==> config.mk <==
export PLATFORM = sky130hd
export DESIGN_NAME = pirq_sqw_gen
export DESIGN_NICKNAME = d
export VERILOG_FILES = /design/src/rtl/pirq_pkg.sv /design/src/rtl/pirq_regs.sv /design/src/rtl/pirq_prescale.sv /design/src/rtl/pirq_chain.sv /design/src/rtl/pirq_sqw_gen.sv
export SDC_FILE = /design/constraint.sdc
export NUM_CORES = 1
export LEC_CHECK = 0
export ABC_AREA = 1
export BUFFER_PORTS_ARGS = -buffer_cell sky130_fd_sc_hd__buf_2
export CORE_UTILIZATION = 45
export DETAILED_ROUTE_END_ITERATION = 12
export PLACE_DENSITY = 0.62
export SLEW_MARGIN = 20
export SYNTH_ARGS = -nofsm -noshare
export SYNTH_HDL_FRONTEND = slang
export SYNTH_SLANG_ARGS = --single-unit
export TNS_END_PERCENT = 10
==> constraint.sdc <==
create_clock -name clk_i -period 2.69 [get_ports clk_i]
set_clock_uncertainty 0.1 [all_clocks]
set_input_delay 0.4035 -clock clk_i [delete_from_list [all_inputs] [get_ports clk_i]]
set_output_delay 0.4035 -clock clk_i [all_outputs]
set_load 0.03 [all_outputs]
==> src/rtl/pirq_pkg.sv <==
package pirq_pkg;

  typedef enum logic [2:0] {
    DIV_FAST  = 3'd0,
    DIV_MID   = 3'd1,
    DIV_SLOW  = 3'd2,
    DIV_HOLD3 = 3'd3,
    DIV_HOLD4 = 3'd4,
    DIV_HOLD5 = 3'd5,
    DIV_CLR6  = 3'd6,
    DIV_CLR7  = 3'd7
  } div_mode_e;

  typedef enum logic [1:0] {
    ADR_CFG  = 2'd0,
    ADR_CTL  = 2'd1,
    ADR_FLG  = 2'd2,
    ADR_VOID = 2'd3
  } reg_addr_e;

  localparam int MODE_W      = 3;
  localparam int CTL_PIE_BIT = 6;
  localparam int CTL_SQW_BIT = 3;

  // chain bit tapped by a rate code; codes 1 and 2 alias to slow taps
  function automatic int tap_of_code(input int code);
    if (code == 1) return 6;
    if (code == 2) return 7;
    return code - 2;
  endfunction

endpackage

==> src/rtl/pirq_regs.sv <==
module pirq_regs
  import pirq_pkg::*;
#(
  parameter int DATA_W = 8,
  parameter int RATE_W = 4
) (
  input  logic              clk_i,
  input  logic              rst_ni,
  input  logic              sel_i,
  input  logic              wr_i,
  input  logic              rd_i,
  input  logic [1:0]        addr_i,
  input  logic [DATA_W-1:0] wdata_i,
  input  logic              evt_i,
  output logic [DATA_W-1:0] rdata_o,
  output logic [MODE_W-1:0] mode_o,
  output logic [RATE_W-1:0] rate_o,
  output logic              pie_o,
  output logic              sqwe_o,
  output logic              flag_o,
  output logic              irq_o
);

  localparam int CFG_W = MODE_W + RATE_W;

  logic [CFG_W-1:0]  cfg_q;
  logic [DATA_W-1:0] ctl_q;
  logic [DATA_W-1:0] rdata_q;
  logic [DATA_W-1:0] rd_mux;
  logic              flag_q;
  logic              wr_en, rd_en, rd_flg;

  assign wr_en  = sel_i & wr_i;
  assign rd_en  = sel_i & rd_i;
  assign rd_flg = rd_en & (reg_addr_e'(addr_i) == ADR_FLG);

  always_ff @(posedge clk_i or negedge rst_ni) begin
    if (!rst_ni) begin
      cfg_q <= '0;
      ctl_q <= '0;
    end else if (wr_en) begin
      case (reg_addr_e'(addr_i))
        ADR_CFG: cfg_q <= wdata_i[CFG_W-1:0];
        ADR_CTL: ctl_q <= wdata_i;
        default: ;
      endcase
    end
  end

  // a new event in the read cycle survives the clear
  always_ff @(posedge clk_i or negedge rst_ni) begin
    if (!rst_ni)      flag_q <= 1'b0;
    else if (evt_i)   flag_q <= 1'b1;
    else if (rd_flg)  flag_q <= 1'b0;
  end

  always_comb begin
    rd_mux = '0;
    case (reg_addr_e'(addr_i))
      ADR_CFG: rd_mux[CFG_W-1:0] = cfg_q;
      ADR_CTL: rd_mux = ctl_q;
      ADR_FLG: begin
        rd_mux[DATA_W-1] = flag_q & ctl_q[CTL_PIE_BIT];
        rd_mux[DATA_W-2] = flag_q;
      end
      default: rd_mux = '0;
    endcase
  end

  always_ff @(posedge clk_i or negedge rst_ni) begin
    if (!rst_ni)    rdata_q <= '0;
    else if (rd_en) rdata_q <= rd_mux;
  end

  assign rdata_o = rdata_q;
  assign mode_o  = cfg_q[CFG_W-1:RATE_W];
  assign rate_o  = cfg_q[RATE_W-1:0];
  assign pie_o   = ctl_q[CTL_PIE_BIT];
  assign sqwe_o  = ctl_q[CTL_SQW_BIT];
  assign flag_o  = flag_q;
  assign irq_o   = flag_q & ctl_q[CTL_PIE_BIT];

endmodule

==> src/rtl/pirq_prescale.sv <==
module pirq_prescale
  import pirq_pkg::*;
#(
  parameter int FAST_SH = 7,
  parameter int MID_SH  = 5
) (
  input  logic      clk_i,
  input  logic      rst_ni,
  input  logic      ref_tick_i,
  input  div_mode_e mode_i,
  output logic      step_o,
  output logic      clr_o
);

  localparam int PRE_W = (FAST_SH > MID_SH) ? FAST_SH : MID_SH;

  logic [PRE_W-1:0] pre_q;
  logic [PRE_W-1:0] term;
  logic             run, wrap;

  always_comb begin
    case (mode_i)
      DIV_FAST: term = PRE_W'((1 << FAST_SH) - 1);
      DIV_MID:  term = PRE_W'((1 << MID_SH) - 1);
      default:  term = '0;
    endcase
  end

  assign run    = (mode_i == DIV_FAST) | (mode_i == DIV_MID) | (mode_i == DIV_SLOW);
  assign clr_o  = (mode_i == DIV_CLR6) | (mode_i == DIV_CLR7);
  assign wrap   = (pre_q >= term);
  assign step_o = run & ref_tick_i & wrap;

  always_ff @(posedge clk_i or negedge rst_ni) begin
    if (!rst_ni)                pre_q <= '0;
    else if (clr_o)             pre_q <= '0;
    else if (run && ref_tick_i) pre_q <= wrap ? '0 : pre_q + 1'b1;
  end

endmodule

==> src/rtl/pirq_chain.sv <==
module pirq_chain
  import pirq_pkg::*;
#(
  parameter int RATE_W = 4
) (
  input  logic              clk_i,
  input  logic              rst_ni,
  input  logic              clr_i,
  input  logic              step_i,
  input  logic [RATE_W-1:0] rate_i,
  input  logic              sqw_en_i,
  output logic              evt_o,
  output logic              sqw_o
);

  localparam int CODES   = 1 << RATE_W;
  localparam int CHAIN_W = CODES - 2;

  logic [CHAIN_W-1:0] cnt_q;
  logic [CODES-1:0]   tap_v;
  logic [CODES-1:0]   rise_v;

  assign tap_v[0]  = 1'b0;
  assign rise_v[0] = 1'b0;

  for (genvar g = 1; g < CODES; g++) begin : g_tap
    localparam int K = tap_of_code(g);
    assign tap_v[g]  = cnt_q[K];
    // bit K flips 0->1 on the next increment
    assign rise_v[g] = ~cnt_q[K] & (&cnt_q[K-1:0]);
  end

  always_ff @(posedge clk_i or negedge rst_ni) begin
    if (!rst_ni)     cnt_q <= '0;
    else if (clr_i)  cnt_q <= '0;
    else if (step_i) cnt_q <= cnt_q + 1'b1;
  end

  assign evt_o = step_i & rise_v[rate_i];
  assign sqw_o = sqw_en_i & tap_v[rate_i];

endmodule

==> src/rtl/pirq_sqw_gen.sv <==
module pirq_sqw_gen
  import pirq_pkg::*;
#(
  parameter int RATE_W  = 4,
  parameter int FAST_SH = 7,
  parameter int MID_SH  = 5
) (
  input  logic       clk_i,
  input  logic       rst_ni,
  input  logic       ref_tick_i,
  input  logic       sel_i,
  input  logic       wr_i,
  input  logic       rd_i,
  input  logic [1:0] addr_i,
  input  logic [7:0] wdata_i,
  output logic [7:0] rdata_o,
  output logic       irq_o,
  output logic       sqw_o
);

  logic [MODE_W-1:0] mode_raw;
  logic [RATE_W-1:0] rate;
  logic              pie, sqwe, flag, evt, step, clr;
  div_mode_e         mode;

  assign mode = div_mode_e'(mode_raw);

  pirq_regs #(.DATA_W(8), .RATE_W(RATE_W)) u_regs (
    .clk_i   (clk_i),
    .rst_ni  (rst_ni),
    .sel_i   (sel_i),
    .wr_i    (wr_i),
    .rd_i    (rd_i),
    .addr_i  (addr_i),
    .wdata_i (wdata_i),
    .evt_i   (evt),
    .rdata_o (rdata_o),
    .mode_o  (mode_raw),
    .rate_o  (rate),
    .pie_o   (pie),
    .sqwe_o  (sqwe),
    .flag_o  (flag),
    .irq_o   (irq_o)
  );

  pirq_prescale #(.FAST_SH(FAST_SH), .MID_SH(MID_SH)) u_pre (
    .clk_i      (clk_i),
    .rst_ni     (rst_ni),
    .ref_tick_i (ref_tick_i),
    .mode_i     (mode),
    .step_o     (step),
    .clr_o      (clr)
  );

  pirq_chain #(.RATE_W(RATE_W)) u_chain (
    .clk_i    (clk_i),
    .rst_ni   (rst_ni),
    .clr_i    (clr),
    .step_i   (step),
    .rate_i   (rate),
    .sqw_en_i (sqwe),
    .evt_o    (evt),
    .sqw_o    (sqw_o)
  );

endmodule

== Word level (Yosys, flattened, before mapping) ==
Cells that the tools add are included.

* Register bits after elaboration: 45
* Input bits: 16
* Word-level logic and storage cells: 88

* Add/sub/neg operators: 2
* Order comparisons: 2
* Eq/ne operators: 6
* Muxes and demuxes: 15
* Bitwise operators: 37
* Reduce and logical (&&, ||, !) cells: 20

{| class="wikitable"
|+ Operator list
! kind !! count
|-
| $mux W14 || 2
|-
| $and A1 B1 Y1 || 21
|-
| $mux W7 || 3
|-
| $add A14 B1 Y14 const B || 1
|-
| $pmux W7 S2 || 1
|-
| $not A1 Y1 || 13
|-
| $reduce_and A13 Y1 || 1
|-
| $pmux W6 S2 || 1
|-
| $reduce_and A12 Y1 || 1
|-
| $reduce_and A11 Y1 || 1
|-
| $reduce_and A10 Y1 || 1
|-
| $reduce_and A9 Y1 || 1
|-
| $bmux W1 S4 || 2
|-
| $reduce_and A8 Y1 || 1
|-
| $add A7 B1 Y7 const B || 1
|-
| $ge A7 B7 Y1 || 1
|-
| $reduce_and A7 Y1 || 1
|-
| $eq A3 B3 Y1 const B || 2
|-
| $reduce_and A2 Y1 || 3
|-
| $reduce_and A6 Y1 || 1
|-
| $reduce_bool A2 Y1 || 3
|-
| $lt A4 B5 Y1 const B || 1
|-
| $reduce_and A5 Y1 || 1
|-
| $mux W1 || 4
|-
| other kinds (12) || 14
|}

== Longest topological paths before layout ==
* Depth after elaboration: 7
* Depth in mapped cells: 15
* Gate-level depth less buffers: 14

== By module ==
Synthesis repeated with hierarchy kept, for this count alone.

* Cell total of the unflattened synthesis: 396
* Area, all modules: 2,835.2 µm²

{| class="wikitable"
|+ By module, submodules not included
! module !! times used !! cells each !! area each (µm²) !! sequential area each (µm²)
|-
| pirq_chain || 1 || 178 || 1,176.1 || 350.3
|-
| pirq_regs || 1 || 135 || 1,112.3 || 600.6
|-
| pirq_prescale || 1 || 83 || 546.8 || 175.2
|}

== Worst setup path before layout ==
No wires, ideal clock.

* Path type: flip-flop to output port
* Start point: register u_regs.cfg_q[1]
* End point: output port sqw_o
* Arrival: 1.484 ns
* Path slack: 0.703 ns
* Stages on the path, launching flop included: 9
* Path buffers: 2
* Path through: dfrtp_1 > clkbuf_2 > inv_1 > buf_2 > a21oi_1 > o21ai_0 > nand3_1 > nand3_1 > a21boi_1

* Longest elaborated chain between the ends: 3

{| class="wikitable"
|+ RTL lines
! item !! line !! source
|-
| from (decl) || pirq_regs.sv:26 || <nowiki>logic [CFG_W-1:0] cfg_q;</nowiki>
|-
| from (signal assigned) || pirq_regs.sv:43 || <nowiki>ADR_CFG: cfg_q <= wdata_i[CFG_W-1:0];</nowiki>
|-
| $bmux W1 S4 || pirq_chain.sv:40 || <nowiki>assign sqw_o = sqw_en_i & tap_v[rate_i];</nowiki>
|-
| $mux W1 (implied by the code) || pirq_chain.sv:40 ||
|-
| $and A1 B1 Y1 || pirq_chain.sv:40 ||
|-
| to (decl) || pirq_sqw_gen.sv:18 || <nowiki>output logic sqw_o</nowiki>
|}

Every way passes these cells. The select of a mux whose other input is x is not followed.

== Worst setup path after layout ==
* Start point: register u_regs.cfg_q[0]
* End point: output port sqw_o

The elaborated chain is that of the path after synthesis.

==> results.sh <==
export IMPL_p_int_w=0.00117
export IMPL_syn_inst=395
export IMPL_gp_congestion=0.857
export IMPL_arrival_ns=1.98
export IMPL_num_rows=29
export IMPL_portBuffers=25
export IMPL_yosys_top_cells_count="nand2_1 (105), inv_1 (50), dfrtp_1 (45)"
export IMPL_fmax_mhz=402
export IMPL_start_util_pct=46.3
export IMPL_ys_types=28
export IMPL_grt_util_all_layers_pct=21.9
export IMPL_power_density_nw_per_um2=582
export IMPL_vias_per_cell=5.12
export IMPL_crit_path_max_fanout=15
export IMPL_tns_ns=0
export IMPL_totalWireLength_mm=6.57
export IMPL_drtPass1Iterations=4
export IMPL_yosysTopAreaCell="dfrtp_1"
export IMPL_htreeDepth=2
export IMPL_synth_area_um2=2920
export IMPL_busiest_layer="met2"
export IMPL_netlist_top_cells_area="dfrtp_1 (39%), nand2_1 (13%), ha_1 (6.8%)"
export IMPL_cts_tree="built"
export IMPL_synth_edff_count=0
export IMPL_p_seq_share_pct=47.2
export IMPL_synth_top_cell_area_share_pct=38.5
export IMPL_tightest_slew_ns=0.627
export IMPL_synthXorXnorAreaFrac_pct=3.29
export IMPL_use_met2_pct=33.4
export IMPL_path_clk_slew_ns=0.09
export IMPL_dp_slack_ns=0.535
export IMPL_cts_num_sinks=45
export IMPL_setup_violations_final=0
export IMPL_clock_power_share_pct=24.2
export IMPL_dp_cells=487
export IMPL_dieArea_um2=6820
export IMPL_antenna_left=0
export IMPL_vias=2541
export IMPL_cts_path_max_buffers=2
export IMPL_clk_latency_ns=0.30
export IMPL_area_growth_pct=10.3
export IMPL_status="finished, final reports clean"
export IMPL_avgSynthCellArea_um2=7.40
export IMPL_diodes=0
export IMPL_slew_headroom_pct=58.1
export IMPL_endpoint_kind="output port"
export IMPL_die_w_um=82.6
export IMPL_synth_simple_area_share_pct=31.8
export IMPL_synthArstFlopShare_pct=100
export IMPL_crit_required_ns=2.19
export IMPL_grt_pass1_wl_mm=11.4
export IMPL_stdcell_count=496
export IMPL_synthAdderAreaFrac_pct=6.85
export IMPL_period_needed_ns=2.49
export IMPL_yosysSeqAreaShare_pct=38.5
export IMPL_synth_compound_area_share_pct=9.84
export IMPL_pwr_share_comb_pct=28.5
export IMPL_final_max_slew_viol_count=0
export IMPL_yosys_register_bits=45
export IMPL_hold_path_class="in -> reg"
export IMPL_yosysWarnings=0
export IMPL_hold_viol=0
export IMPL_cts_root_buf="clkbuf_8"
export IMPL_ios=26
export IMPL_drive_above_1_share_pct=13.6
export IMPL_dp_hpwl_mm=4.79
export IMPL_power_leakage_nw=1.68
export IMPL_cts_buffers=5
export IMPL_worst_setup_path_start_kind="flip-flop"
export IMPL_timing_final_crit_share_pct=92.5
export IMPL_max_cap_violations=0
export IMPL_synth_mux_area_share_pct=0.385
export IMPL_core_area_um2=6310
export IMPL_use_met1_pct=32.7
export IMPL_drc=0
export IMPL_swShare_pct=37.8
export IMPL_grt_pass1_vias=2384
export IMPL_power_switching_w=0.000711
export IMPL_synth_main_ff_cell="dfrtp_1"
export IMPL_power_w=0.00188
export IMPL_synthesis_nets=427
export IMPL_dieHeight_um=82.6
export IMPL_met3_usage_pct=4.07
export IMPL_grt_setup_unrepaired="no"
export IMPL_synth_most_common_cell="nand2_1"
export IMPL_ir_drop_uv=352
export IMPL_globalRouteOverflowTotal=0
export IMPL_setup_ws_ns=0.203
export IMPL_drt_iter0_markers=278
export IMPL_critPathKind="reg -> out"
export IMPL_cts_resized_gates=0
export IMPL_grt_max_degree=27
export IMPL_wl_per_cell_um=13.3
export IMPL_antenna_found_initial=0
export IMPL_fin_nets=450
export IMPL_synth_top_family_by_area="simple AND/OR/NAND/NOR gates"
==> logic make-up (layout without fill, tap and decap cells) <==
logic type	after synthesis	in the layout
AOI/OAI and AO/OA	55	55
muxes	1	1
xor gates and xnor gates	11	11
and+or+nand+nor	201	201
buffers and inverters	66	90
DFF	45	45
adders and majority gates	16	16
==> sequential cells by signal (all words and copies together) (netlist names) <==
name / count
u_chain.cnt_q: 14
u_regs.ctl_q: 8
u_regs.rdata_o: 8
u_pre.pre_q: 7
u_regs.cfg_q: 7
u_regs.flag_o: 1
==> power by group through the flow <==
| stage | clock network, W | logic (W) | registers [W] |
|---|---|---|---|
| 3_3_place_gp | 0 | 0.000532 | 0.000897 |
| 4_1_cts | 0.000469 | 0.000540 | 0.000885 |
| 3_5_place_dp | 0 | 0.000538 | 0.000897 |
| 2_1_floorplan | 0 | 0.000403 | 0.000886 |
| 6_report | 0.000455 | 0.000536 | 0.000887 |
| 5_1_grt | 0.000499 | 0.000629 | 0.000908 |
==> stage by stage <==
step / hold slack, ns / util, % / area [µm²]
3_3_place_gp: 0.300 / 49.4 / 3120
2_1_floorplan: 0.00791 / - / 2920
3_5_place_dp: 0.306 / 49.4 / 3120
6_report: 0.237 / 51.1 / 3230
5_1_grt: 0.240 / 51.1 / 3230
4_1_cts: 0.234 / 51.1 / 3230
==> worst max-delay path, cell delays in order, from the launching register on <==
cell	delay [ns]
dfrtp_1	0.62
inv_1	0.29
o21ai_0	0.22
nand2_1	0.07
nand3_1	0.08
o211ai_1	0.09
a21boi_1	0.12
buf_2	0.20
==> repair_timing <==
item	4_1_cts	5_1_grt
buffers inserted	0	0
hold buffers	1	0
endpoints found under the hold margin	19	0
==> metal layers <==
layer  share of wire (%)  vias to the layer above  wire (µm)
met4                0.32                        0         21
met3                 3.7                        4        242
met1                  51                     1182       3330
met5                   0                        -          0
li1                    -                     1315          -
met2                  45                       40       2980
==> cell usage in the layout, fill, tap and decap left out <==
master         instances
a211oi_1               1
a31oi_1                1
nand3_2               10
nand2_2                2
a21oi_1               22
nor3_1                 3
mux2_2                 1
buf_4                  5
ha_1                  16
inv_1                 50
dlygate4sd3_1          1
nand2_1              105
o211ai_1               1
buf_12                 1
o22ai_1                3
nand2_4                2
a21boi_1               1
nor2_1                29
nand3b_1               5
dfrtp_1               45
nand4_1                9
nand3_1               33
clkbuf_8               6
xor2_1                11
clkinv_2               1
buf_2                 25
nor2_2                 3
clkinv_4               1
o21ai_1                1
o21ai_0               25
==> area by class of cell <==
type / instances / area [µm²]
tap: 77 / 96.3
sequential: 45 / 1130
inverter: 50 / 188
clock inverter: 2 / 13.8
multi-input combinational: 284 / 1530
fill: 629 / 3090
timing repair buffer: 32 / 193
clock buffer: 6 / 82.6
==> final timing paths <==
| kind | cells past startpoint | slack (ns) | startpoint | to |
|---|---|---|---|---|
| min in group asynchronous | 2 | 0.50 | rst_ni | u_chain.cnt_q[7] |
| worst min-delay path | 2 | 0.24 | wdata_i[7] | u_regs.ctl_q[7] |
| worst min register to register | 2 | 0.39 | u_regs.ctl_q[1] | u_regs.ctl_q[1] |
| max in group asynchronous | 3 | 1.48 | rst_ni | u_regs.ctl_q[7] |
| worst max register to register | 14 | 0.54 | u_regs.cfg_q[6] | u_chain.cnt_q[11] |
| worst max-delay path | 7 | 0.20 | u_regs.cfg_q[0] | sqw_o |
Power figures use the tool's default switching activity.
